**config.mk**
```make
export PLATFORM = sky130hd
export DESIGN_NAME = oc_pin_action
export DESIGN_NICKNAME = d
export VERILOG_FILES = /design/src/rtl/oc_pin_pkg.sv /design/src/rtl/oc_match_stage.sv /design/src/rtl/oc_pin_drive.sv /design/src/rtl/oc_pa_gate.sv /design/src/rtl/oc_pin_action.sv
export SDC_FILE = /design/constraint.sdc
export NUM_CORES = 1
export LEC_CHECK = 0
export BUFFER_PORTS_ARGS = -buffer_cell sky130_fd_sc_hd__buf_4
export CAP_MARGIN = 20
export CORE_MARGIN = 3
export CORE_UTILIZATION = 45
export CTS_CLUSTER_SIZE = 30
export DETAILED_ROUTE_END_ITERATION = 8
export PLACE_DENSITY_LB_ADDON = 0.25
export SYNTH_ARGS = -nofsm -noshare
export SYNTH_HDL_FRONTEND = slang
export SYNTH_SLANG_ARGS = --single-unit
```
**constraint.sdc**
```tcl
create_clock -name clk -period 2.05 [get_ports clk]
set_clock_uncertainty 0.1 [all_clocks]
set_input_delay 0.1025 -clock clk [delete_from_list [all_inputs] [get_ports clk]]
set_output_delay 0.1025 -clock clk [all_outputs]
set_load 0.05 [all_outputs]
```
**src/rtl/oc_pin_pkg.sv**
```systemverilog
package oc_pin_pkg;
   typedef enum logic [1:0] {
      ACT_OFF    = 2'b00,
      ACT_TOGGLE = 2'b01,
      ACT_LOW    = 2'b10,
      ACT_HIGH   = 2'b11
   } oc_act_e;
endpackage

```
**src/rtl/oc_match_stage.sv**
```systemverilog
module oc_match_stage
   import oc_pin_pkg::*;
#(
   parameter int CNT_W = 16
) (
   input  logic             clk,
   input  logic             rst_n,
   input  logic [CNT_W-1:0] count,
   input  logic [CNT_W-1:0] cmp,
   input  logic             is_oc,
   input  oc_act_e          act,
   input  logic             clr,
   output logic             flag,
   output logic             hit_q,
   output oc_act_e          act_q
);
   logic eq, eq_q, hit;

   assign eq  = (count == cmp);
   assign hit = eq & ~eq_q & is_oc;

   always_ff @(posedge clk) begin
      if (!rst_n) begin
         eq_q  <= 1'b0;
         flag  <= 1'b0;
         hit_q <= 1'b0;
         act_q <= ACT_OFF;
      end else begin
         eq_q  <= eq;
         hit_q <= hit;
         if (hit) act_q <= act;
         if (hit)      flag <= 1'b1;
         else if (clr) flag <= 1'b0;
      end
   end

   p_flag_set_r2: assert property (@(posedge clk) disable iff (!rst_n)
      hit |=> flag);
   p_flag_sticky_r3: assert property (@(posedge clk) disable iff (!rst_n)
      (flag && !clr) |=> flag);
   p_no_flag_r8: assert property (@(posedge clk) disable iff (!rst_n)
      (!is_oc && !flag) |=> !flag);
endmodule

```
**src/rtl/oc_pin_drive.sv**
```systemverilog
module oc_pin_drive
   import oc_pin_pkg::*;
(
   input  logic    clk,
   input  logic    rst_n,
   input  logic    hit_q,
   input  oc_act_e act_q,
   output logic    pin
);
   always_ff @(posedge clk) begin
      if (!rst_n) pin <= 1'b0;
      else if (hit_q) begin
         unique case (act_q)
            ACT_TOGGLE: pin <= ~pin;
            ACT_LOW:    pin <= 1'b0;
            ACT_HIGH:   pin <= 1'b1;
            default:    pin <= pin;
         endcase
      end
   end

   p_hold_r4: assert property (@(posedge clk) disable iff (!rst_n)
      (!hit_q || act_q == ACT_OFF) |=> $stable(pin));
   p_toggle_r5: assert property (@(posedge clk) disable iff (!rst_n)
      (hit_q && act_q == ACT_TOGGLE) |=> (pin != $past(pin)));
   p_low_r6: assert property (@(posedge clk) disable iff (!rst_n)
      (hit_q && act_q == ACT_LOW) |=> !pin);
   p_high_r7: assert property (@(posedge clk) disable iff (!rst_n)
      (hit_q && act_q == ACT_HIGH) |=> pin);
endmodule

```
**src/rtl/oc_pa_gate.sv**
```systemverilog
module oc_pa_gate (
   input  logic is_oc,
   input  logic mode,
   input  logic level,
   input  logic mask,
   output logic free
);
   assign free = is_oc & ~mode & ~level & ~mask;
endmodule

```
**src/rtl/oc_pin_action.sv**
```systemverilog
module oc_pin_action
   import oc_pin_pkg::*;
#(
   parameter int NUM_CH   = 8,
   parameter int CNT_W    = 16,
   parameter int PA_HI_CH = 7,
   parameter int PA_LO_CH = 0,
   parameter bit PA_EN    = 1'b1
) (
   input  logic                    clk,
   input  logic                    rst_n,
   input  logic [CNT_W-1:0]        count,
   input  logic [NUM_CH*CNT_W-1:0] cmp_val,
   input  logic [NUM_CH-1:0]       oc_mode,
   input  logic [NUM_CH-1:0]       oc_level,
   input  logic [NUM_CH-1:0]       ch_is_oc,
   input  logic [NUM_CH-1:0]       pa_mask,
   input  logic [NUM_CH-1:0]       flag_clr,
   output logic [NUM_CH-1:0]       pin_out,
   output logic [NUM_CH-1:0]       pin_owned,
   output logic [NUM_CH-1:0]       evt_flag,
   output logic [1:0]              pa_free
);
   localparam int CMP_W = NUM_CH * CNT_W;

   if (NUM_CH < 2) begin : g_chk_ch
      $error("NUM_CH must be at least 2");
   end
   if (CNT_W < 2) begin : g_chk_w
      $error("CNT_W must be at least 2");
   end
   if (PA_HI_CH >= NUM_CH || PA_LO_CH >= NUM_CH || PA_HI_CH == PA_LO_CH) begin : g_chk_pa
      $error("accumulator channels must be distinct and in range");
   end
   if (CMP_W != $bits(cmp_val)) begin : g_chk_cmp
      $error("compare bus width mismatch");
   end

   for (genvar i = 0; i < NUM_CH; i++) begin : g_ch
      oc_act_e act, act_q;
      logic    hit_q;

      assign act = oc_act_e'({oc_mode[i], oc_level[i]});

      oc_match_stage #(.CNT_W(CNT_W)) u_match (
         .clk   (clk),
         .rst_n (rst_n),
         .count (count),
         .cmp   (cmp_val[i*CNT_W +: CNT_W]),
         .is_oc (ch_is_oc[i]),
         .act   (act),
         .clr   (flag_clr[i]),
         .flag  (evt_flag[i]),
         .hit_q (hit_q),
         .act_q (act_q)
      );

      oc_pin_drive u_drive (
         .clk   (clk),
         .rst_n (rst_n),
         .hit_q (hit_q),
         .act_q (act_q),
         .pin   (pin_out[i])
      );

      assign pin_owned[i] = ch_is_oc[i] & (act != ACT_OFF);
   end

   if (PA_EN) begin : g_pa
      oc_pa_gate u_pa_hi (
         .is_oc (ch_is_oc[PA_HI_CH]),
         .mode  (oc_mode[PA_HI_CH]),
         .level (oc_level[PA_HI_CH]),
         .mask  (pa_mask[PA_HI_CH]),
         .free  (pa_free[1])
      );
      oc_pa_gate u_pa_lo (
         .is_oc (ch_is_oc[PA_LO_CH]),
         .mode  (oc_mode[PA_LO_CH]),
         .level (oc_level[PA_LO_CH]),
         .mask  (pa_mask[PA_LO_CH]),
         .free  (pa_free[0])
      );
   end else begin : g_no_pa
      assign pa_free = 2'b00;
   end

   always_comb begin
      p_pa_excl_r9: assert (!(pa_free[1] && pin_owned[PA_HI_CH]) &&
                            !(pa_free[0] && pin_owned[PA_LO_CH]));
   end

   p_reset_r1: assert property (@(posedge clk)
      !rst_n |=> (pin_out == '0 && evt_flag == '0));
endmodule

```
# Yosys cells after proc, flatten, opt, wreduce, memory -nomap -nowiden
# Cells that the tools add are included.
totals:
  regBits: 48
  input_bits: 186
  out_inout_bits: 26
  word_cells: 180
op_classes:
  n_eq_ne: 32
  mux: 24
  bitwise_logic: 52
  reduce_logical: 32
op_table:
  columns: ["cell", "n"]
  rows:
  - ["16-bit == test", 8]
  - ["2-bit == test (second input constant)", 16]
  - ["2-bit nonzero test", 16]
  - ["1-bit AND", 30]
  - ["1-bit one-hot mux with 3 select lines", 8]
  - ["3-bit nonzero test", 8]
  - ["1-bit inverter", 22]
  - ["2-bit by 1-bit == test with 1-bit output (second input constant)", 8]
  - ["1-bit 2-to-1 mux", 16]
  - ["2-bit AND reduction", 8]

# Depth between registers and ports, before layout
# Gate-level depths: netlist of the first run.
depth:
  word_depth: 4
  mapped_depth: 6
  mapped_depth_nobuf: 5

# Modules after synthesis
# Synthesis of the first run repeated with hierarchy kept, for this count alone.
hier_totals:
  hier_cells: 354
  hier_area_um2: 3313.2
modules_own_cells:
  columns: ["module", "instances", "cells_each", "area_per_inst_um2", "seq_area_each_um2"]
  rows:
  - ["oc_match_stage", 8, 37, 351.6, 100.1]
  - ["oc_pin_drive", 8, 6, 51.3, 20.0]
  - ["oc_pin_action", 1, 8, 60.1, 0.0]
  - ["oc_pa_gate", 2, 1, 15.0, 0.0]

# Worst setup path after synthesis of the first run
# No wires, ideal clock.
synth_timing:
  path_type: "input port to flip-flop"
  from: "in count[13]"
  to: "reg g_ch[1].u_match.act_q[0]"
  setup_ns: 0.072
  arrival_time_ns: 1.166
  path_slack_ns: 0.712
  path_stages: 6
  path_buffers: 1
  path_cell_list: "buf_2 > xnor2_1 > nand4_1 > nor4_2 > and3b_2 > mux2i_1"
synth_between:
  elab_chain_len: 3
synth_lines:
  columns: ["item", "line_no", "text"]
  rows:
  - ["start: declaration", "oc_pin_action.sv:12", "input logic [CNT_W-1:0] count,"]
  - ["16-bit == test", "oc_match_stage.sv:19", "assign eq = (count == cmp);"]
  - ["1-bit AND (2 in series)", "oc_match_stage.sv:20", "assign hit = eq & ~eq_q & is_oc;"]
  - ["end signal: assignment", "oc_match_stage.sv:31", "if (hit) act_q <= act;"]
  - ["end: declaration", "oc_match_stage.sv:15", "output oc_act_e act_q"]
# Every way passes these cells.
# A chain may end at the register's enable or synchronous reset.

# Worst setup path after layout of the first run
layout_timing:
  from: "in oc_mode[7]"
  to: "out pa_free[1]"
layout_between:
  elab_chain_len: 4
layout_lines:
  columns: ["item", "line_no", "text"]
  rows:
  - ["start: declaration", "oc_pin_action.sv:14", "input logic [NUM_CH-1:0] oc_mode,"]
  - ["1-bit inverter", "oc_pa_gate.sv:8", "assign free = is_oc & ~mode & ~level & ~mask;"]
  - ["1-bit AND (3 in series)", "oc_pa_gate.sv:8", null]
  - ["end: declaration", "oc_pin_action.sv:22", "output logic [1:0] pa_free"]
# Every way passes these cells.

==> impl_metrics.json, run 1 <==
{
  "clock.fmax_ghz": 0.648,
  "rsz0062_at_grt": "no",
  "p_sw_uw": 593,
  "grt_pass1_vias": 3624,
  "cts_buffers": 5,
  "place.detailed.instances": 650,
  "hold_start": "flag_clr[2]",
  "synth_top_area_cell": "xnor2_1",
  "post-cts-setup-buffers": 0,
  "num_rows": 31,
  "synth_edf_count": 0,
  "report.final.slew_viol_count": 0,
  "met1Wirelength_mm": 3.71,
  "detail_route.iter0.violations": 53,
  "cts_max_level": 2,
  "timing.slew.headroom_pct": 67.4,
  "clkSinkCount": 48,
  "drt-total-wl_mm": 10.6,
  "wl_met2_mm": 5.83,
  "io_buffers": 205,
  "diodes": 0,
  "crit_fanout": 3,
  "drive_above_1_share_pct": 40.3,
  "setup_viol_count_final": 0,
  "async_flop_share_pct": 0,
  "clock_latency_ns": 0.29,
  "status": "finished, final reports clean",
  "intPower_uw": 1660,
  "grt_pass1_wl_mm": 16.4,
  "syn_inst": 386,
  "syn-num-nets": 572,
  "crit_type": "in2out",
  "start_kind": "input pin",
  "endpoint_kind": "output port",
  "clkTransAtPathRegs_ns": 0.08,
  "grt_overflow": 0,
  "cpMaxStageDelayCell": "dlygate4sd3_1",
  "worstPathRequired_ns": 1.85,
  "fin_crit_ns": 1.54,
  "yosysUniqueCellTypes": 19,
  "wl_per_cell_um": 15.6,
  "synth.cell_area_sq_um": 3580,
  "crit_top_cell": "buf_4",
  "hp-class": "in2reg",
  "die_h_um": 95.2,
  "layout.nets": 768,
  "reg2reg_from": "g_ch[5].u_drive.pin",
  "irDropWorstVdd_mv": 0.274,
  "core_sq_um": 7490,
  "timing.hold.ws_ns": 0.00746,
  "final_cells": 682,
  "clock-root-buffer": "clkbuf_8",
  "dpl-instance-area_sq_um": 4950,
  "critPathMaxStageDelay_ns": 0.55,
  "arrival_ns": 1.34,
  "synthTopCellsByCount": "128 x xnor2_1, 48 x dfxtp_1, 32 x nand2_1, 32 x nand4_1, 20 x buf_4",
  "cellPowerDensity_nw_per_um2": 426,
  "path_cells": "dlygate4sd3_1 -> buf_4 -> nor4b_1 -> buf_4",
  "drcViolationCount": 0,
  "ant_nets": 0,
  "final_area_sq_um": 5280,
  "avgSynthCellArea_sq_um": 9.28,
  "area_growth_pct": 47.5,
  "tns_ns": 0,
  "ys_warn_count": 0,
  "seq_power_share_pct": 41.4,
  "fill_cells": 576,
  "cts_hold_buf": 24,
  "wl_met3_um": 855,
  "dpl.hpwl_mm": 8.92,
  "synth_area_leaders": "xnor2_1 31%, dfxtp_1 27%, nand4_1 5.6%",
  "p_clk_share_pct": 25.1,
  "post-route-period-util_pct": 75.3,
  "yosysMostFrequentCell": "xnor2_1",
  "finalHoldViolations": 0,
  "startpoint": "oc_mode[7]",
  "antenna_found_initial": 0,
  "p_sw_share_pct": 26.4,
  "synth_top_area_share_pct": 31.3,
  "ctsResizeCount": 0,
  "ys_seq_elements": 48,
  "cts_tree": "done",
  "vias": 3334,
  "grt_use_total_pct": 23.2,
  "top_layer": "met4",
  "synth_ff_type": "dfxtp_1",
  "fp.dieW_um": 95.2,
  "drv_cap": 0,
  "initial_utilization_pct": 47.9,
  "tightest_slew_ns": 0.489,
  "p_leak_uw": 0.00213,
  "io_pins": 212,
  "drtPass1Iterations": 4,
  "p_comb_share_pct": 33.5,
  "grt_max_degree": 57,
  "vias_per_cell": 4.89,
  "fp.dieArea_sq_um": 9070,
  "gp_congestion": 0.834,
  "synth_seq_area_share_pct": 26.8,
  "clock_path_buffers": 2
}
cell usage in the layout, fill, tap and decap left out:
cell,netlist,layout
and3b_2,8,8
a22oi_1,8,8
mux2_2,8,8
dlygate4sd3_1,0,24
clkbuf_8,0,6
nor4b_1,2,2
nor2b_1,16,16
nand2_1,32,32
o21a_1,16,16
buf_4,20,205
o21ai_0,8,8
mux2i_1,16,16
and3b_1,8,8
clkbuf_1,6,2
and2_1,8,8
xnor2_1,128,128
nand4_1,32,32
nor4_2,8,8
dfxtp_1,48,48
final timing paths:
path / to / slack, ns / cells past startpoint
worst max-delay path: pa_free[1] / 0.51 / 4
worst min-delay path: g_ch[2].u_match.flag / 0.007 / 3
worst max register to register: g_ch[5].u_drive.pin / 0.86 / 3
worst min register to register: g_ch[0].u_match.act_q[1] / 0.38 / 2
state kept, by name, indices dropped and copies added, names as in the netlist:
register	count
g_ch.u_drive.pin	8
g_ch.u_match.act_q	16
g_ch.u_match.eq_q	8
g_ch.u_match.flag	8
g_ch.u_match.hit_q	8
worst max-delay path, delay by kind of cell:
family	cells	cell delay (ns)
AND/OR/NAND/NOR	1	0.28
buffers and inverters	3	0.95
logic make-up (layout without fill, tap and decap cells):
kind of cell / count (synthesis) / count (layout) / synth area share (%)
buf+inv: 40 / 237 / 8.17
flops: 48 / 48 / 26.8
xor+xnor: 128 / 128 / 31.3
simple gates: 114 / 114 / 20.6
mux: 24 / 24 / 6.98
compound gates: 32 / 32 / 6.15
per-stage QoR:
step | utilization (%) | setup WS [ns] | power [uW]
3_3_place_gp | 66.2 | 0.393 | 1660
5_1_grt | 70.6 | 0.432 | 2360
4_1_cts | 70.6 | 0.475 | 2270
2_1_floorplan | - | 0.712 | 1340
6_report | 70.6 | 0.506 | 2250
3_5_place_dp | 66.2 | 0.350 | 1670
power groups by stage:
stage / Sequential, uW / Combinational (uW) / Clock [uW]
after global placement: 953 / 703 / 0
after global routing: 931 / 813 / 616
final: 931 / 753 / 564
after detailed placement: 953 / 718 / 0
after floorplan: 953 / 385 / 0
after CTS: 931 / 757 / 579
per-layer routing:
| layer | GRT usage [%] | vias up |
|---|---|---|
| met5 | 0 | - |
| met4 | 6.37 | 0 |
| met3 | 6.87 | 17 |
| met2 | 47.0 | 125 |
| met1 | 22.1 | 1512 |
| li1 | - | 1680 |
area by class of cell:
class / instances / area, sq um / share of cell area (%)
clock buffer: 8 / 90.1 / 1.70
timing repair buffer: 229 / 1780 / 33.7
tap: 99 / 124 / 2.34
multi-input combinational: 298 / 2330 / 44.1
sequential: 48 / 961 / 18.2
(Power assumes the default switching activity.)
==> run 2: changes to the inputs <==
==> constraint.sdc (replaced) <==
create_clock -name clk -period 1.6 [get_ports clk]
set_clock_uncertainty 0.1 [all_clocks]
set_input_delay 0.08 -clock clk [delete_from_list [all_inputs] [get_ports clk]]
set_output_delay 0.08 -clock clk [all_outputs]
set_load 0.05 [all_outputs]
==> run 2 against run 1 <==
Register-to-register slack lost 0.45 ns. Die area is the same. Design area grew 2.1%. Clock power grew 51%. Critical path depth is the same. Global-route usage grew 0.16 points. Non-clock buffer count grew 9. Clock-buffer cell count shrank 2. Sequential power grew 28%. Worst hold slack gained 0.14 ns. First-iteration DRC count grew 5.7%.
==> impl_metrics.json, run 2 (synthesized netlist as in run 1, its figures left out) <==
{
  "tns_ns": 0,
  "seq_power_share_pct": 39.3,
  "io_buffers": 205,
  "p_clk_share_pct": 28.1,
  "fp.dieW_um": 95.2,
  "r2r_cells": 3,
  "tightest_slew_ns": 0.508,
  "post-route-util_pct": 72.1,
  "endpoint_kind": "output port",
  "p_leak_uw": 0.00218,
  "p_sw_uw": 791,
  "report.final.slew_viol_count": 0,
  "post-cts-setup-buffers": 0,
  "num_rows": 31,
  "ant_nets": 0,
  "dpl.hpwl_mm": 9.04,
  "gp_congestion": 0.850,
  "final_cells": 691,
  "grt_overflow": 0,
  "grt_max_degree": 57,
  "totalPowerFinal_uw": 3040,
  "drtPass1Iterations": 4,
  "r2r_end": "g_ch[7].u_drive.pin",
  "clock.fmax_ghz": 0.663,
  "irDropWorstVdd_mv": 0.323,
  "clock-root-buffer": "clkbuf_8",
  "layout_commonest_cell": "buf_4",
  "largest_reg_flops": 16,
  "fin_crit_ns": 1.51,
  "fp.dieArea_sq_um": 9070,
  "clkTransAtPathRegs_ns": 0.09,
  "clkSinkCount": 48,
  "grt_use_total_pct": 23.3,
  "drcViolationCount": 0,
  "diodes": 0,
  "fill_cells": 584,
  "setup_viol_count_final": 0,
  "post-route-period-util_pct": 94.3,
  "layout.nets": 777,
  "grt_pass1_wl_mm": 16.3,
  "top_register": "g_ch.u_match.act_q",
  "rsz0062_at_grt": "no",
  "clock_path_buffers": 2,
  "timing.slew.headroom_pct": 66.1,
  "detail_route.iter0.violations": 56,
  "drt-total-wl_mm": 11.0,
  "cts_tree": "done",
  "cellPowerDensity_nw_per_um2": 563,
  "cts_max_level": 2,
  "p_comb_share_pct": 32.6,
  "regToRegSetupSlack_ns": 0.41,
  "antenna_found_initial": 0,
  "final_cell_mix": "206 x buf_4, 128 x xnor2_1, 48 x dfxtp_1",
  "drive_above_1_share_pct": 40.2,
  "place.detailed.instances": 651,
  "die_h_um": 95.2,
  "start_kind": "input pin",
  "finalHoldViolations": 0,
  "area_growth_pct": 50.6,
  "vias": 3404,
  "vias_per_cell": 4.93,
  "arrival_ns": 1.33,
  "intPower_uw": 2250,
  "core_sq_um": 7490,
  "timing.hold.ws_ns": 0.143,
  "reg2reg_from": "g_ch[7].u_drive.pin",
  "wl_per_cell_um": 15.9,
  "startpoint": "oc_mode[0]",
  "initial_utilization_pct": 47.9,
  "p_sw_share_pct": 26.0,
  "crit_fanout": 3,
  "clock_latency_ns": 0.30,
  "io_pins": 212,
  "grt_pass1_vias": 3509,
  "drv_cap": 0,
  "hp-class": "in2reg",
  "status": "finished, final reports clean",
  "worstPathRequired_ns": 1.42,
  "setup.worst_path.end": "pa_free[0]",
  "crit_type": "in2out",
  "cts_buffers": 5
}
-- run 2: area by class of cell --
type                            count  area, sq um  area share [%]
Clock inverter                      2         35.0           0.649
Tap cell                           99          124            2.30
Multi-Input combinational cell    298         2340            43.3
Timing Repair Buffer              238         1870            34.6
Clock buffer                        6         72.6            1.35
Sequential cell                    48          961            17.8
-- run 2: worst min-delay path by stage --
stage	start	endpoint	slack [ns]	cells past startpoint
after floorplan	oc_mode[0]	g_ch[0].u_match.act_q[1]	0.12	2
after global placement	ch_is_oc[2]	g_ch[2].u_match.hit_q	0.24	2
after detailed placement	ch_is_oc[2]	g_ch[2].u_match.hit_q	0.24	2
after CTS	cmp_val[57]	g_ch[3].u_match.eq_q	0.14	5
after global routing	cmp_val[121]	g_ch[7].u_match.eq_q	0.16	5
final	cmp_val[41]	g_ch[2].u_match.eq_q	0.14	5
-- run 2: stage by stage --
step | setup slack, ns | area (sq um)
final | 0.0910 | 5400
after global routing | 0.00236 | 5400
after CTS | 0.0712 | 5390
after detailed placement | -0.0975 | 4960
after global placement | -0.0629 | 4960
after floorplan | 0.285 | 3580
-- run 2: repair_timing --
item / 4_1_cts / 5_1_grt
resized for setup: 0 / 1
setup endpoints to repair: 0 / 1
hold buffers: 32 / 0
hold endpoints to repair: 32 / 0
-- run 2: per-layer routing --
layer  vias to the layer above  track usage (%)  wire length (um)
met4                         0             10.1               377
li1                       1698                -                 -
met1                      1552             22.1              3750
met2                       127             45.8              5980
met5                         -                0                 0
met3                        27             6.71               877
-- run 2: power by group through the flow --
stage	clock network (uW)	logic [uW]	registers, uW
3_3_place_gp	0	903	1220
2_1_floorplan	0	493	1220
6_report	854	990	1190
5_1_grt	922	1060	1190
4_1_cts	875	989	1190
3_5_place_dp	0	924	1220
-- run 2: worst max-delay path, cell delays in order --
cell	delay [ns]
dlygate4sd3_1	0.54
buf_4	0.15
nor4b_1	0.30
buf_4	0.26
